File: src/rtl/cmp_timer_pkg.sv
package cmp_timer_pkg;
  typedef enum logic [1:0] {
    MD_TIMER = 2'b00,
    MD_CMP   = 2'b01,
    MD_PWM   = 2'b10,
    MD_PULSE = 2'b11
  } mode_e;

  typedef enum logic [1:0] {
    ACT_HOLD   = 2'b00,
    ACT_LOW    = 2'b01,
    ACT_HIGH   = 2'b10,
    ACT_TOGGLE = 2'b11
  } act_e;

  // Raw pin level after a compare action is applied.
  function automatic logic apply_action(input act_e a, input logic cur);
    case (a)
      ACT_LOW:    return 1'b0;
      ACT_HIGH:   return 1'b1;
      ACT_TOGGLE: return ~cur;
      default:    return cur;
    endcase
  endfunction
endpackage

File: src/rtl/ctm_count.sv
module ctm_count #(
  parameter int CNT_W = 10
) (
  input  logic             clk,
  input  logic             rst,
  input  logic             run,
  input  logic             clr,
  output logic [CNT_W-1:0] cnt_q,
  output logic             wrap
);
  localparam logic [CNT_W-1:0] CNT_MAX = {CNT_W{1'b1}};

  assign wrap = run && (cnt_q == CNT_MAX);

  always_ff @(posedge clk) begin
    if (rst) begin
      cnt_q <= '0;
    end else if (run) begin
      if (clr) cnt_q <= '0;
      else     cnt_q <= cnt_q + 1'b1;
    end
  end
endmodule

File: src/rtl/ctm_compare.sv
module ctm_compare #(
  parameter int CNT_W = 10,
  parameter int PW    = 3
) (
  input  logic             clk,
  input  logic             rst,
  input  logic             run,
  input  logic [CNT_W-1:0] cnt,
  input  logic [CNT_W-1:0] cmp_a,
  input  logic [PW-1:0]    cmp_p,
  input  logic             wrap,
  output logic             eq_a,
  output logic             eq_p,
  output logic             match_a,
  output logic             match_p,
  output logic             ovf
);
  localparam int LOW_W = CNT_W - PW;

  // P target: coarse value in the top bits; zero stands for the full range.
  function automatic logic [CNT_W-1:0] p_target(input logic [PW-1:0] p);
    if (p == '0) return {CNT_W{1'b1}};
    return {p, {LOW_W{1'b0}}};
  endfunction

  assign eq_a = run && (cnt == cmp_a);
  assign eq_p = run && (cnt == p_target(cmp_p));

  always_ff @(posedge clk) begin
    if (rst) begin
      match_a <= 1'b0;
      match_p <= 1'b0;
      ovf     <= 1'b0;
    end else begin
      match_a <= eq_a;
      match_p <= eq_p;
      ovf     <= wrap;
    end
  end
endmodule

File: src/rtl/ctm_pin.sv
module ctm_pin
  import cmp_timer_pkg::*;
(
  input  logic  clk,
  input  logic  rst,
  input  logic  run,
  input  mode_e mode,
  input  act_e  act,
  input  logic  swap,
  input  logic  oc,
  input  logic  pol,
  input  logic  eq_a,
  input  logic  eq_p,
  output logic  run_rise,
  output logic  period_hit,
  output logic  duty_hit,
  output logic  pin
);
  logic  run_q;
  act_e  act_l;
  logic  swap_l;
  logic  st_q;
  logic  st_nx;

  assign run_rise   = run && !run_q;
  assign period_hit = swap_l ? eq_a : eq_p;
  assign duty_hit   = swap_l ? eq_p : eq_a;

  always_comb begin
    st_nx = st_q;
    case (mode)
      MD_CMP: begin
        if (run_rise)  st_nx = oc;
        else if (eq_a) st_nx = apply_action(act_l, st_q);
      end
      MD_PWM: begin
        if (run_rise)        st_nx = oc;
        else if (duty_hit)   st_nx = ~oc;
        else if (period_hit) st_nx = oc;
      end
      MD_PULSE: begin
        if (run_rise)      st_nx = oc;
        else if (duty_hit) st_nx = ~oc;
      end
      default: st_nx = st_q;
    endcase
  end

  always_ff @(posedge clk) begin
    if (rst) begin
      run_q  <= 1'b0;
      act_l  <= ACT_HOLD;
      swap_l <= 1'b0;
      st_q   <= 1'b0;
    end else begin
      run_q <= run;
      if (!run) begin
        act_l  <= act;
        swap_l <= swap;
      end
      st_q <= st_nx;
    end
  end

  assign pin = (mode == MD_TIMER) ? 1'b0 : (st_q ^ pol);
endmodule

File: src/rtl/cmp_timer.sv
module cmp_timer
  import cmp_timer_pkg::*;
#(
  parameter int CNT_W = 10,
  parameter int PW    = 3
) (
  input  logic             clk,
  input  logic             rst,
  input  logic             run,
  input  logic [1:0]       mode,
  input  logic [1:0]       act,
  input  logic             oc,
  input  logic             pol,
  input  logic             swap,
  input  logic             clr_sel,
  input  logic [CNT_W-1:0] cmp_a,
  input  logic [PW-1:0]    cmp_p,
  output logic             pin,
  output logic             match_a,
  output logic             match_p,
  output logic             ovf
);
  mode_e            mode_t;
  logic [CNT_W-1:0] cnt_q;
  logic             wrap;
  logic             eq_a;
  logic             eq_p;
  logic             run_rise;
  logic             period_hit;
  logic             duty_hit;
  logic             cnt_clr;
  logic             wave_mode;

  assign mode_t    = mode_e'(mode);
  assign wave_mode = (mode_t == MD_PWM) || (mode_t == MD_PULSE);
  assign cnt_clr   = wave_mode ? period_hit : (clr_sel ? eq_a : eq_p);

  ctm_count #(.CNT_W(CNT_W)) u_count (
    .clk   (clk),
    .rst   (rst),
    .run   (run),
    .clr   (cnt_clr),
    .cnt_q (cnt_q),
    .wrap  (wrap)
  );

  ctm_compare #(.CNT_W(CNT_W), .PW(PW)) u_cmp (
    .clk     (clk),
    .rst     (rst),
    .run     (run),
    .cnt     (cnt_q),
    .cmp_a   (cmp_a),
    .cmp_p   (cmp_p),
    .wrap    (wrap),
    .eq_a    (eq_a),
    .eq_p    (eq_p),
    .match_a (match_a),
    .match_p (match_p),
    .ovf     (ovf)
  );

  ctm_pin u_pin (
    .clk        (clk),
    .rst        (rst),
    .run        (run),
    .mode       (mode_t),
    .act        (act_e'(act)),
    .swap       (swap),
    .oc         (oc),
    .pol        (pol),
    .eq_a       (eq_a),
    .eq_p       (eq_p),
    .run_rise   (run_rise),
    .period_hit (period_hit),
    .duty_hit   (duty_hit),
    .pin        (pin)
  );
endmodule

File: config.mk
export PLATFORM = sky130hd
export DESIGN_NAME = cmp_timer
export DESIGN_NICKNAME = d
export VERILOG_FILES = /design/src/rtl/cmp_timer_pkg.sv /design/src/rtl/ctm_count.sv /design/src/rtl/ctm_compare.sv /design/src/rtl/ctm_pin.sv /design/src/rtl/cmp_timer.sv
export SDC_FILE = /design/constraint.sdc
export NUM_CORES = 1
export LEC_CHECK = 0
export CORE_ASPECT_RATIO = 1.75
export CORE_MARGIN = 8
export CORE_UTILIZATION = 25
export DETAILED_ROUTE_END_ITERATION = 8
export DONT_BUFFER_PORTS = 1
export PLACE_DENSITY = 0.39
export SLEW_MARGIN = 20
export SYNTH_ARGS = -nofsm -noshare
export SYNTH_HDL_FRONTEND = slang
export SYNTH_HIERARCHICAL = 1
export SYNTH_SLANG_ARGS = --single-unit
File: constraint.sdc
create_clock -name clk -period 5.8 [get_ports clk]
set_input_delay 1.16 -clock clk [delete_from_list [all_inputs] [get_ports clk]]
set_output_delay 1.16 -clock clk [all_outputs]
set_load 0.01 [all_outputs]
==> out/summary.txt <==
Vias in the first global route = 999
Gr ovfl total = 0
Clock Path Buffers = 2
Leak = 0.000391 uW
Reg clk slew, reported paths = 70 ps
Largest net degree at the start of global routing = 17
Share of cells above drive strength 1 = 0.110
Cell Area, Synth = 1100 um2
Fin crit period = 2810 ps
Top cell type's share of synthesized area = 0.328
CP max-delay cell = or2_2
Non-filler cells, final = 178
Most common flop cell mapped by yosys = dfxtp_1
NumNets Final = 153
Num rows = 32
Vias per std cell = 5.13
Achievable Freq = 0.355 GHz
Clock buffer count from CTS = 3
Overall Power = 263 uW
Fin. Hold Viols = 0
Cell family with most CP delay = simple AND/OR/NAND/NOR gates
Die Y-Extent = 104 um
Slew @ Worst Pin = 429 ps
First-pass iteration count of the detailed router = 4
Die Span X = 66.1 um
Setup Fix Bufs, Post-CTS = 0
Crit end category = primary output
Fin. max-slew vios = 0
Post-synthesis cell type count = 41
Max_slew headroom = 0.712
Crit share post-route = 0.485
Num ports = 28
Clk_lat worst skew = 250 ps
CTS root buf = clkbuf_8
Unrepaired setup endpoints after global routing = no
First-pass GRT wire length = 5020 um
Pwr dens = 218 nW/um2
Clock Sinks = 18
Synthesis-stage register bit count = 18
DRC errors left = 0
Seq/Total Area, Yosys = 0.328
H-tree Lvls = 1
Buf+Inv Stages, Crit Path = 0
Max_cap viols = 0
Initial antenna violation count = 0
Setup Skew = 4.49 ps
Area grow syn2layout = 10.1%
Status = finished clean
CTS tree = built
Final ANT Viol Nets = 0
Arrival time worst endpoint = 1650 ps
Filler instances = 486
Starting Density = 0.254
Diode count = 0
Post-Synthesis Cells = 124
Cell accounting for the most synthesized area = dfxtp_1
Worst Path Max Fanout = 9
Setup TNS = 0 ps
Net count after synthesis = 149
Initial DRC Count = 35
Core area = 4320 um2
Syn Area/Cell = 8.86 um2
Overall Global Routing Usage = 0.0901
Final setup fails = 0
Crit path launch type = primary input
Buffers added on ports = 0
CP cell instances = or2_2 -> and2_1
Area of the die = 6850 um2
Global placement routability congestion = 0.781
Post-CTS sizing = 0
WL/cell = 16.6 um
Peak supply drop = 87.5 uV
Setup Crit Path Kind = in2out
Largest stage delay, worst path = 310 ps
Required time of the worst setup path = 4640 ps
EDFF count, synth = 0
Top cells by area, synth = dfxtp_1 (33%), xnor2_1 (9.6%), mux2i_1 (4.6%)
Post-synth ARST share = 0
Vias = 913
Hold bufs inserted after CTS = 0
Detailed placer's ending HPWL = 2310 um
Yosys synthesis warning count = 6
Cell count after placement = 174
WL final = 2950 um
Min-Delay Path Class = reg2reg
metal layers:
metal	routed length, um	GRT usage
met2	1480	0.152
met3	177	0.0237
met1	1240	0.103
met5	0	0
met4	48	0.0338
power by group:
part	leakage [uW]	switching [uW]	internal, uW
Combinational	0.000216	12.0	15.0
Clock	0.0000288	44.6	60.3
Sequential	0.000146	4.31	127
registers in the layout, summed over array words and instances (netlist names):
name           flops
u_cmp/match_a      1
u_cmp/match_p      1
u_cmp/ovf          1
u_count/cnt_q     10
u_pin/act_l        2
u_pin/run_q        1
u_pin/st_q         1
u_pin/swap_l       1
worst paths after layout:
kind	start	to	slack (ps)	depth (start not counted)
min	u_pin/act_l[1]	u_pin/act_l[1]	530	2
max	mode[1]	pin	2990	2
max reg2reg	u_count/cnt_q[7]	u_count/cnt_q[4]	3520	9
min reg2reg	u_pin/act_l[1]	u_pin/act_l[1]	530	2
layout by cell type, fill, tap and decap left out, types with 2 or more instances in the layout:
master | netlist | routed
a211oi_1 | 2 | 2
a21o_1 | 2 | 2
a21oi_1 | 7 | 7
clkbuf_8 | 0 | 4
dfxtp_1 | 18 | 18
inv_1 | 4 | 4
mux2_4 | 2 | 2
mux2i_1 | 5 | 5
nand2_1 | 5 | 5
nand2b_1 | 4 | 4
nand3_1 | 3 | 3
nand4_1 | 6 | 6
nor2_1 | 10 | 10
nor2b_1 | 3 | 3
nor3_1 | 3 | 3
nor3b_1 | 2 | 2
nor4_1 | 3 | 3
o21ai_0 | 2 | 2
o21bai_1 | 2 | 2
o31ai_1 | 3 | 3
or2_2 | 2 | 2
or4_1 | 3 | 3
xnor2_1 | 12 | 12
xor2_1 | 3 | 3
synth_stat cells (2+ instances only):
master / n
mux2_4: 2
nor3b_1: 2
dfxtp_1: 18
nor3_1: 3
or2_2: 2
nor4_1: 3
a21oi_1: 7
o31ai_1: 3
a211oi_1: 2
inv_1: 4
nor2b_1: 3
xnor2_1: 12
or4_1: 3
nand2_1: 5
nand2b_1: 4
o21bai_1: 2
nand3_1: 3
o21ai_0: 2
mux2i_1: 5
nor2_1: 10
nand4_1: 6
xor2_1: 3
a21o_1: 2
final cells by class:
| cell class | instances | area [um2] | area share |
|---|---|---|---|
| clock buffer | 4 | 55.1 | 0.0455 |
| inverter | 4 | 15.0 | 0.0124 |
| multi-input combinational | 101 | 716 | 0.592 |
| sequential | 18 | 360 | 0.298 |
| tap | 51 | 63.8 | 0.0527 |
cell families (layout without fill, tap and decap cells):
group,after synthesis,after routing,synth area share
flops,18,18,0.328
fa+ha+maj,1,1,0.0114
mux,7,7,0.0729
buf+inv,5,8,0.0205
compound gates,26,26,0.172
xor+xnor,15,15,0.120
simple gates,52,52,0.276
through the flow:
step / instance area, um2 / hold WS, ps / worst slack [ps] / utilization
finish: 1210 / 527 / 2990 / 0.280
global route: 1210 / 598 / 2950 / 0.280
CTS: 1210 / 536 / 2980 / 0.280
detailed placement: 1150 / 517 / 2880 / 0.267
global placement: 1150 / 518 / 2950 / 0.267
floorplan: 1100 / 487 / 3020 / -
Power figures use the tool's default switching activity.
